`config.mk`:
```
export PLATFORM = sky130hd
export DESIGN_NAME = bnpc_unit
export DESIGN_NICKNAME = d
export VERILOG_FILES = /design/src/rtl/bnpc_pkg.sv /design/src/rtl/bnpc_target_gen.sv /design/src/rtl/bnpc_cond_eval.sv /design/src/rtl/bnpc_unit.sv
export SDC_FILE = /design/constraint.sdc
export NUM_CORES = 1
export LEC_CHECK = 0
export CELL_PAD_IN_SITES_DETAIL_PLACEMENT = 0
export CELL_PAD_IN_SITES_GLOBAL_PLACEMENT = 1
export CORE_AREA = 10 10 115 117
export CTS_CLUSTER_SIZE = 12
export DETAILED_ROUTE_END_ITERATION = 16
export DIE_AREA = 0 0 125 127
export GPL_TIMING_DRIVEN = 0
export PLACE_DENSITY_LB_ADDON = 0.1
export REMOVE_ABC_BUFFERS = 1
export SLEW_MARGIN = 5
export SYNTH_ARGS = -nofsm -noshare
export SYNTH_HDL_FRONTEND = slang
export SYNTH_SLANG_ARGS = --single-unit
```
`constraint.sdc`:
```
create_clock -name clk -period 1.4 [get_ports clk]
set_clock_uncertainty 0.15 [all_clocks]
set_input_delay 0.21 -clock clk [delete_from_list [all_inputs] [get_ports clk]]
set_output_delay 0.21 -clock clk [all_outputs]
set_load 0.02 [all_outputs]
```
`src/rtl/bnpc_pkg.sv`:
```
package bnpc_pkg;

    typedef enum logic [3:0] {
        BK_NONE  = 4'd0,
        BK_PAGE  = 4'd1,
        BK_LONG  = 4'd2,
        BK_REL   = 4'd3,
        BK_IND   = 4'd4,
        BK_CY1   = 4'd5,
        BK_CY0   = 4'd6,
        BK_BIT1  = 4'd7,
        BK_BIT0  = 4'd8,
        BK_BITC  = 4'd9,
        BK_AZ    = 4'd10,
        BK_ANZ   = 4'd11,
        BK_CMP   = 4'd12,
        BK_DEC   = 4'd13,
        BK_RSV14 = 4'd14,
        BK_RSV15 = 4'd15
    } br_kind_e;

    typedef enum logic [1:0] {
        TSEL_FALL = 2'd0,
        TSEL_PAGE = 2'd1,
        TSEL_LONG = 2'd2,
        TSEL_ALT  = 2'd3
    } tsel_e;

endpackage

```
`src/rtl/bnpc_target_gen.sv`:
```
module bnpc_target_gen #(
    parameter int ADDR_W = 16,
    parameter int DATA_W = 8,
    parameter int PAGE_W = 11
) (
    input  logic [ADDR_W-1:0] next_pc,
    input  logic [PAGE_W-1:0] page_addr,
    input  logic [DATA_W-1:0] rel_off,
    input  logic [DATA_W-1:0] acc,
    input  logic [ADDR_W-1:0] dptr,
    output logic [ADDR_W-1:0] page_tgt,
    output logic [ADDR_W-1:0] rel_tgt,
    output logic [ADDR_W-1:0] ind_tgt
);
    localparam int EXT_W = ADDR_W - DATA_W;

    logic [ADDR_W-1:0] off_sx;
    logic [ADDR_W-1:0] acc_zx;

    always_comb begin
        off_sx   = {{EXT_W{rel_off[DATA_W-1]}}, rel_off};
        acc_zx   = {{EXT_W{1'b0}}, acc};
        page_tgt = {next_pc[ADDR_W-1:PAGE_W], page_addr};
        rel_tgt  = next_pc + off_sx;
        ind_tgt  = dptr + acc_zx;
    end
endmodule

```
`src/rtl/bnpc_cond_eval.sv`:
```
module bnpc_cond_eval
    import bnpc_pkg::*;
#(
    parameter int DATA_W = 8
) (
    input  br_kind_e          kind,
    input  logic              carry_in,
    input  logic              test_bit,
    input  logic [DATA_W-1:0] acc,
    input  logic [DATA_W-1:0] cmp_a,
    input  logic [DATA_W-1:0] cmp_b,
    input  logic [DATA_W-1:0] dec_src,
    output logic              take,
    output tsel_e             tsel,
    output logic              alt_ind,
    output logic [DATA_W-1:0] dec_val,
    output logic              cy_wr,
    output logic              cy_val,
    output logic              clr_bit
);
    logic acc_zero;
    logic dec_zero;

    always_comb begin
        dec_val  = dec_src - {{(DATA_W-1){1'b0}}, 1'b1};
        acc_zero = (acc == '0);
        dec_zero = (dec_val == '0);
        take     = 1'b0;
        tsel     = TSEL_ALT;
        alt_ind  = 1'b0;
        cy_wr    = 1'b0;
        cy_val   = 1'b0;
        clr_bit  = 1'b0;
        unique case (kind)
            BK_PAGE: begin take = 1'b1; tsel = TSEL_PAGE; end
            BK_LONG: begin take = 1'b1; tsel = TSEL_LONG; end
            BK_REL:  take = 1'b1;
            BK_IND:  begin take = 1'b1; alt_ind = 1'b1; end
            BK_CY1:  take = carry_in;
            BK_CY0:  take = ~carry_in;
            BK_BIT1: take = test_bit;
            BK_BIT0: take = ~test_bit;
            BK_BITC: begin take = test_bit; clr_bit = test_bit; end
            BK_AZ:   take = acc_zero;
            BK_ANZ:  take = ~acc_zero;
            BK_CMP: begin
                take   = (cmp_a != cmp_b);
                cy_wr  = 1'b1;
                cy_val = (cmp_a < cmp_b);
            end
            BK_DEC:  take = ~dec_zero;
            default: take = 1'b0;
        endcase
        if (!take) tsel = TSEL_FALL;
    end
endmodule

```
`src/rtl/bnpc_unit.sv`:
```
module bnpc_unit
    import bnpc_pkg::*;
#(
    parameter int ADDR_W = 16,
    parameter int DATA_W = 8,
    parameter int PAGE_W = 11
) (
    input  logic              clk,
    input  logic              rst_n,
    input  logic              req_valid,
    input  logic [3:0]        br_kind,
    input  logic [ADDR_W-1:0] next_pc,
    input  logic [PAGE_W-1:0] page_addr,
    input  logic [ADDR_W-1:0] long_addr,
    input  logic [DATA_W-1:0] rel_off,
    input  logic [DATA_W-1:0] acc,
    input  logic [ADDR_W-1:0] dptr,
    input  logic              carry_in,
    input  logic              test_bit,
    input  logic [DATA_W-1:0] cmp_a,
    input  logic [DATA_W-1:0] cmp_b,
    input  logic [DATA_W-1:0] dec_src,
    output logic              res_valid,
    output logic              taken,
    output logic [ADDR_W-1:0] target_pc,
    output logic [DATA_W-1:0] dec_result,
    output logic              carry_wr,
    output logic              carry_out,
    output logic              bit_clear
);
    localparam int HI_W = ADDR_W - PAGE_W;

    typedef enum logic {ST_IDLE = 1'b0, ST_SHOW = 1'b1} st_e;

    st_e state_q, state_d;

    br_kind_e          kind;
    logic [ADDR_W-1:0] page_tgt, rel_tgt, ind_tgt;
    logic              take, alt_ind, cy_wr, cy_val, clr_bit;
    tsel_e             tsel;
    logic [DATA_W-1:0] dec_val;
    logic [ADDR_W-1:0] tgt_mux;

    assign kind = br_kind_e'(br_kind);

    bnpc_target_gen #(.ADDR_W(ADDR_W), .DATA_W(DATA_W), .PAGE_W(PAGE_W)) tgen_i (
        .next_pc   (next_pc),
        .page_addr (page_addr),
        .rel_off   (rel_off),
        .acc       (acc),
        .dptr      (dptr),
        .page_tgt  (page_tgt),
        .rel_tgt   (rel_tgt),
        .ind_tgt   (ind_tgt)
    );

    bnpc_cond_eval #(.DATA_W(DATA_W)) cond_i (
        .kind     (kind),
        .carry_in (carry_in),
        .test_bit (test_bit),
        .acc      (acc),
        .cmp_a    (cmp_a),
        .cmp_b    (cmp_b),
        .dec_src  (dec_src),
        .take     (take),
        .tsel     (tsel),
        .alt_ind  (alt_ind),
        .dec_val  (dec_val),
        .cy_wr    (cy_wr),
        .cy_val   (cy_val),
        .clr_bit  (clr_bit)
    );

    always_comb begin
        unique case (tsel)
            TSEL_PAGE: tgt_mux = page_tgt;
            TSEL_LONG: tgt_mux = long_addr;
            TSEL_ALT:  tgt_mux = alt_ind ? ind_tgt : rel_tgt;
            default:   tgt_mux = next_pc;
        endcase
    end

    // Transitions: T_ACCEPT (IDLE->SHOW), T_CHAIN (SHOW->SHOW), T_DRAIN (SHOW->IDLE)
    always_comb begin
        state_d = state_q;
        unique case (state_q)
            ST_IDLE: if (req_valid) state_d = ST_SHOW;
            ST_SHOW: if (!req_valid) state_d = ST_IDLE;
            default: state_d = ST_IDLE;
        endcase
    end

    always_ff @(posedge clk or negedge rst_n) begin
        if (!rst_n) state_q <= ST_IDLE;
        else        state_q <= state_d;
    end

    always_ff @(posedge clk or negedge rst_n) begin
        if (!rst_n) begin
            taken      <= 1'b0;
            target_pc  <= '0;
            dec_result <= '0;
            carry_wr   <= 1'b0;
            carry_out  <= 1'b0;
            bit_clear  <= 1'b0;
        end else if (req_valid) begin
            taken      <= take;
            target_pc  <= tgt_mux;
            dec_result <= dec_val;
            carry_wr   <= cy_wr;
            carry_out  <= cy_val;
            bit_clear  <= clr_bit;
        end else begin
            taken      <= 1'b0;
            carry_wr   <= 1'b0;
            bit_clear  <= 1'b0;
        end
    end

    assign res_valid = (state_q == ST_SHOW);

    assert_latency_R2: assert property (@(posedge clk) disable iff (!rst_n)
        req_valid |=> res_valid);
    assert_drain_R2: assert property (@(posedge clk) disable iff (!rst_n)
        !req_valid |=> !res_valid);
    assert_page_splice_R3: assert property (@(posedge clk) disable iff (!rst_n)
        (req_valid && br_kind == 4'd1) |=>
        (target_pc[ADDR_W-1:PAGE_W] == $past(next_pc[ADDR_W-1:PAGE_W]))
        && (target_pc[PAGE_W-1:0] == $past(page_addr)) && (HI_W > 0));
    assert_fallthrough_R12: assert property (@(posedge clk) disable iff (!rst_n)
        (res_valid && !taken) |-> target_pc == $past(next_pc));
    assert_bitclear_R8: assert property (@(posedge clk) disable iff (!rst_n)
        bit_clear |-> (taken && res_valid));
    assert_carry_only_cmp_R10: assert property (@(posedge clk) disable iff (!rst_n)
        carry_wr |-> (res_valid && $past(br_kind) == 4'd12));
endmodule

```
==> reports/qor.csv <==
stage;metric;value;unit
global_route;initial antenna violation count;0;
detailed_routing;Vias/cell;5.397;
sta;hold_ws;0.1038;ns
detailed_routing;Iter 0 DRT Violations;239;
setup_path;Setup Crit Path Kind;in2reg;
placement;Inst Count DP;671;
final_layout;Area Overhead vs Synth;79.66;%
synthesis;syn avg cell area;8.085;sq um
floorplan;# rows;39;
cts;CTS max path bufs;2;
power_and_ir_drop;switching part of the total;37.05;%
power_and_ir_drop;PwrDens;733.0;nW/um^2
sta;f_max;428.8;MHz
cts;Clk Latency, worst-skew pair;0.27;ns
power_and_ir_drop;NetSw;1.606;mW
synthesis;yosys warns;0;
setup_path;crit start category;input port;
power_and_ir_drop;Leak Pwr;2.436;nW
floorplan;Initial Utilization;29.58;%
final_layout;fin cells;728;
cts;Worst-path clk slew;0.06;ns
sta;final hold vios;0;
global_route;Total GRT Usage;17.12;%
cts;CTS buffer count;5;
power_and_ir_drop;Int Pwr;2.728;mW
detailed_routing;WL per Instance;19.55;um
sta;unrepaired setup endpoints after global routing;true;
cts;Root Buffer;clkbuf_16;
setup_path;Crit path arrival time;2.34;ns
final_layout;most common cell after layout, fill and taps aside;dlygate4sd2_1;
status;failing checks;setup timing;
synthesis;#FFs+latches synth;29;
sta;Tmin final;2.332;ns
floorplan;chip height;127;um
sta;final setup margin;-0.9322;ns
power_and_ir_drop;Comb power frac;52.1;%
detailed_routing;Post-DRT Antenna Nets;0;
synthesis;Async S/R FF share, synth;100.0;%
final_layout;Ant. Diodes;0;
final_layout;fraction of layout cells with a size suffix above 1;32.65;%
setup_path;Worst Setup End Kind;flop;
cts;Sink Count;29;
synthesis;post-synthesis instance area;3291;sq um
floorplan;Boundary Pins;137;
synthesis;Cells after Synth;407;
power_and_ir_drop;clock network power share;24.4;%
placement;DP HPWL;10170;um
floorplan;Chip Width;125;um
global_route;largest net degree at the start of global routing;33;
worst_hold_path;Tightest Hold Check Type;in2reg;
status;status;finished with violations;
floorplan;CORE AREA;11130;sq um
sta;worst slew pin tran;0.7566;ns
setup_path;Max Fanout on Critical Path;5;
sta;Final Max Tran Viols;0;
synthesis;Post-synth EDFFs;0;
final_layout;Fillers;1035;
global_route;vias in the first global route;4010;
job;max cap viols;0;
global_route;GRT overflow;0;
final_layout;# nets final;727;
detailed_routing;DRC Markers;0;
power_and_ir_drop;Seq pwr share;23.5;%
cts;TritonCTS clock tree;yes;
sta;Slew HR;49.56;%
synthesis;Netlist cell types;62;
sta;final setup fails;18;
detailed_routing;iteration count of the initial detailed-routing pass;5;
power_and_ir_drop;VDD IR-drop max;0.4179;mV
synthesis;Seq/Total Area, Yosys;22.05;%
power_and_ir_drop;Final Power;4.334;mW
detailed_routing;final wirelength;14230;um
global_route;first-pass GRT wire length;22480;um
final_layout;most frequent cells in the layout;dlygate4sd2_1 (55), clkdlybuf4s50_1 (46), buf_4 (38);
cts;htree depth;2;
synthesis;Main synth FF type;dfrtp_1;
placement;port bufs;136;
sta;Sum Neg Setup Slack;-13.10;ns
floorplan;Die ar.;15880;sq um
sta;period utilization;166.6;%
setup_path;Worst Path Required;1.41;ns
detailed_routing;DR vias;3929;
placement;routability-driven placement congestion ratio;0.8661;
[sequential cells by signal (all words and copies together) (netlist names)]
| name | cells |
|---|---|
| res_valid | 1 |
| carry_out | 1 |
| dec_result | 8 |
| target_pc | 16 |
| bit_clear | 1 |
| taken | 1 |
| carry_wr | 1 |
[timing repair]
action	4_1_cts	5_1_grt
gates resized for setup	306	45
endpoints found under the setup margin	58	23
pin swaps	75	35
cloned	1	1
buffers inserted	35	11
hold endpoints to repair	29	0
hold buffers	1	0
[logic make-up after synthesis]
family | Yosys count | share of synthesized area [%]
adders and majority gates | 35 | 13.76
xor gates and xnor gates | 26 | 7.148
buffers and inverters | 40 | 4.943
muxes | 13 | 4.031
AOI/OAI and AO/OA | 133 | 26.92
and+or+nand+nor | 131 | 21.14
DFF | 29 | 22.05
[final timing paths]
check / startpoint / end / slack, ns / cells past startpoint
worst max-delay path: rel_off[0] / target_pc[8] / -0.93 / 10
worst min-delay path: next_pc[2] / target_pc[2] / 0.10 / 3
worst max register to register: target_pc[13] / target_pc[13] / 0.30 / 3
worst min register to register: target_pc[6] / target_pc[6] / 0.33 / 2
max in group asynchronous: rst_n / target_pc[15] / 0.22 / 2
min in group asynchronous: rst_n / target_pc[0] / 0.40 / 2
[Yosys cell counts (all sizes together) (3+ instances only)]
cell type / n / share of area [%]
nand4: 5 / 0.95
buf: 6 / 1.1
nor2b: 3 / 0.57
nand3b: 4 / 0.91
nor3: 15 / 2.3
mux2i: 11 / 3.3
o21bai: 3 / 0.68
xor2: 10 / 2.7
ha: 33 / 13
o21ai: 32 / 4.9
and3: 3 / 0.57
or4: 4 / 1.0
a221oi: 7 / 2.1
o31ai: 3 / 0.68
nor3b: 3 / 0.68
a31oi: 12 / 2.3
dfrtp: 29 / 22
nand2b: 3 / 0.57
o2111ai: 3 / 0.80
nand3: 12 / 1.8
xnor2: 16 / 4.5
nand2: 26 / 3.0
a211oi: 6 / 1.4
nor2: 34 / 3.9
or2: 4 / 0.76
inv: 23 / 2.6
a21o: 8 / 1.8
o21a: 4 / 0.91
nor4b: 3 / 1.4
o211ai: 5 / 1.1
clkbuf: 11 / 1.3
a22oi: 3 / 0.68
a21oi: 27 / 4.1
or3: 7 / 1.5
[area by class of cell]
type | instances | area, sq um | area share (%)
Timing Repair inverter | 1 | 5.005 | 0.08466
Multi-Input combinational cell | 339 | 3124 | 52.85
Clock inverter | 3 | 17.52 | 0.2963
Inverter | 23 | 92.59 | 1.566
Clock buffer | 5 | 125.1 | 2.116
Timing Repair Buffer | 185 | 1643 | 27.79
Sequential cell | 29 | 725.7 | 12.28
Tap cell | 143 | 178.9 | 3.026
[per-layer routing]
| layer | GRT usage [%] | vias up | share of wire [%] |
|---|---|---|---|
| met2 | 29.62 | 130 | 49 |
| met1 | 21.61 | 1878 | 44 |
| met3 | 3.184 | 17 | 5.8 |
| met5 | 0 | - | 0 |
| met4 | 3.794 | 0 | 1.6 |
| li1 | - | 1904 | - |
[power by group through the flow]
stage / Clock (mW) / Sequential (mW) / Combinational [mW]
3_5_place_dp: 0 / 1.04 / 1.84
5_1_grt: 1.12 / 1.03 / 2.45
3_3_place_gp: 0 / 1.04 / 1.82
4_1_cts: 1.08 / 1.02 / 2.15
2_1_floorplan: 0 / 1.18 / 0.797
6_report: 1.06 / 1.02 / 2.26
[worst max-delay path, stage by stage]
cell,delay (ns)
buf_6,0.10
ha_4,0.16
fa_2,0.34
a21oi_2,0.15
o211ai_1,0.25
o41ai_2,0.29
xnor2_1,0.11
a222oi_1,0.26
o21ai_1,0.15
a221o_1,0.31
[per-stage QoR]
step,cell area (sq um),setup slack [ns],utilization [%]
after floorplan,3214,-1.334,-
after global routing,5912,-1.045,53.14
after global placement,4755,-3.607,42.74
after detailed placement,4787,-2.340,43.03
after CTS,5763,-1.011,51.80
final,5912,-0.9322,53.14
No activity file was read; power rests on OpenSTA's default activity.
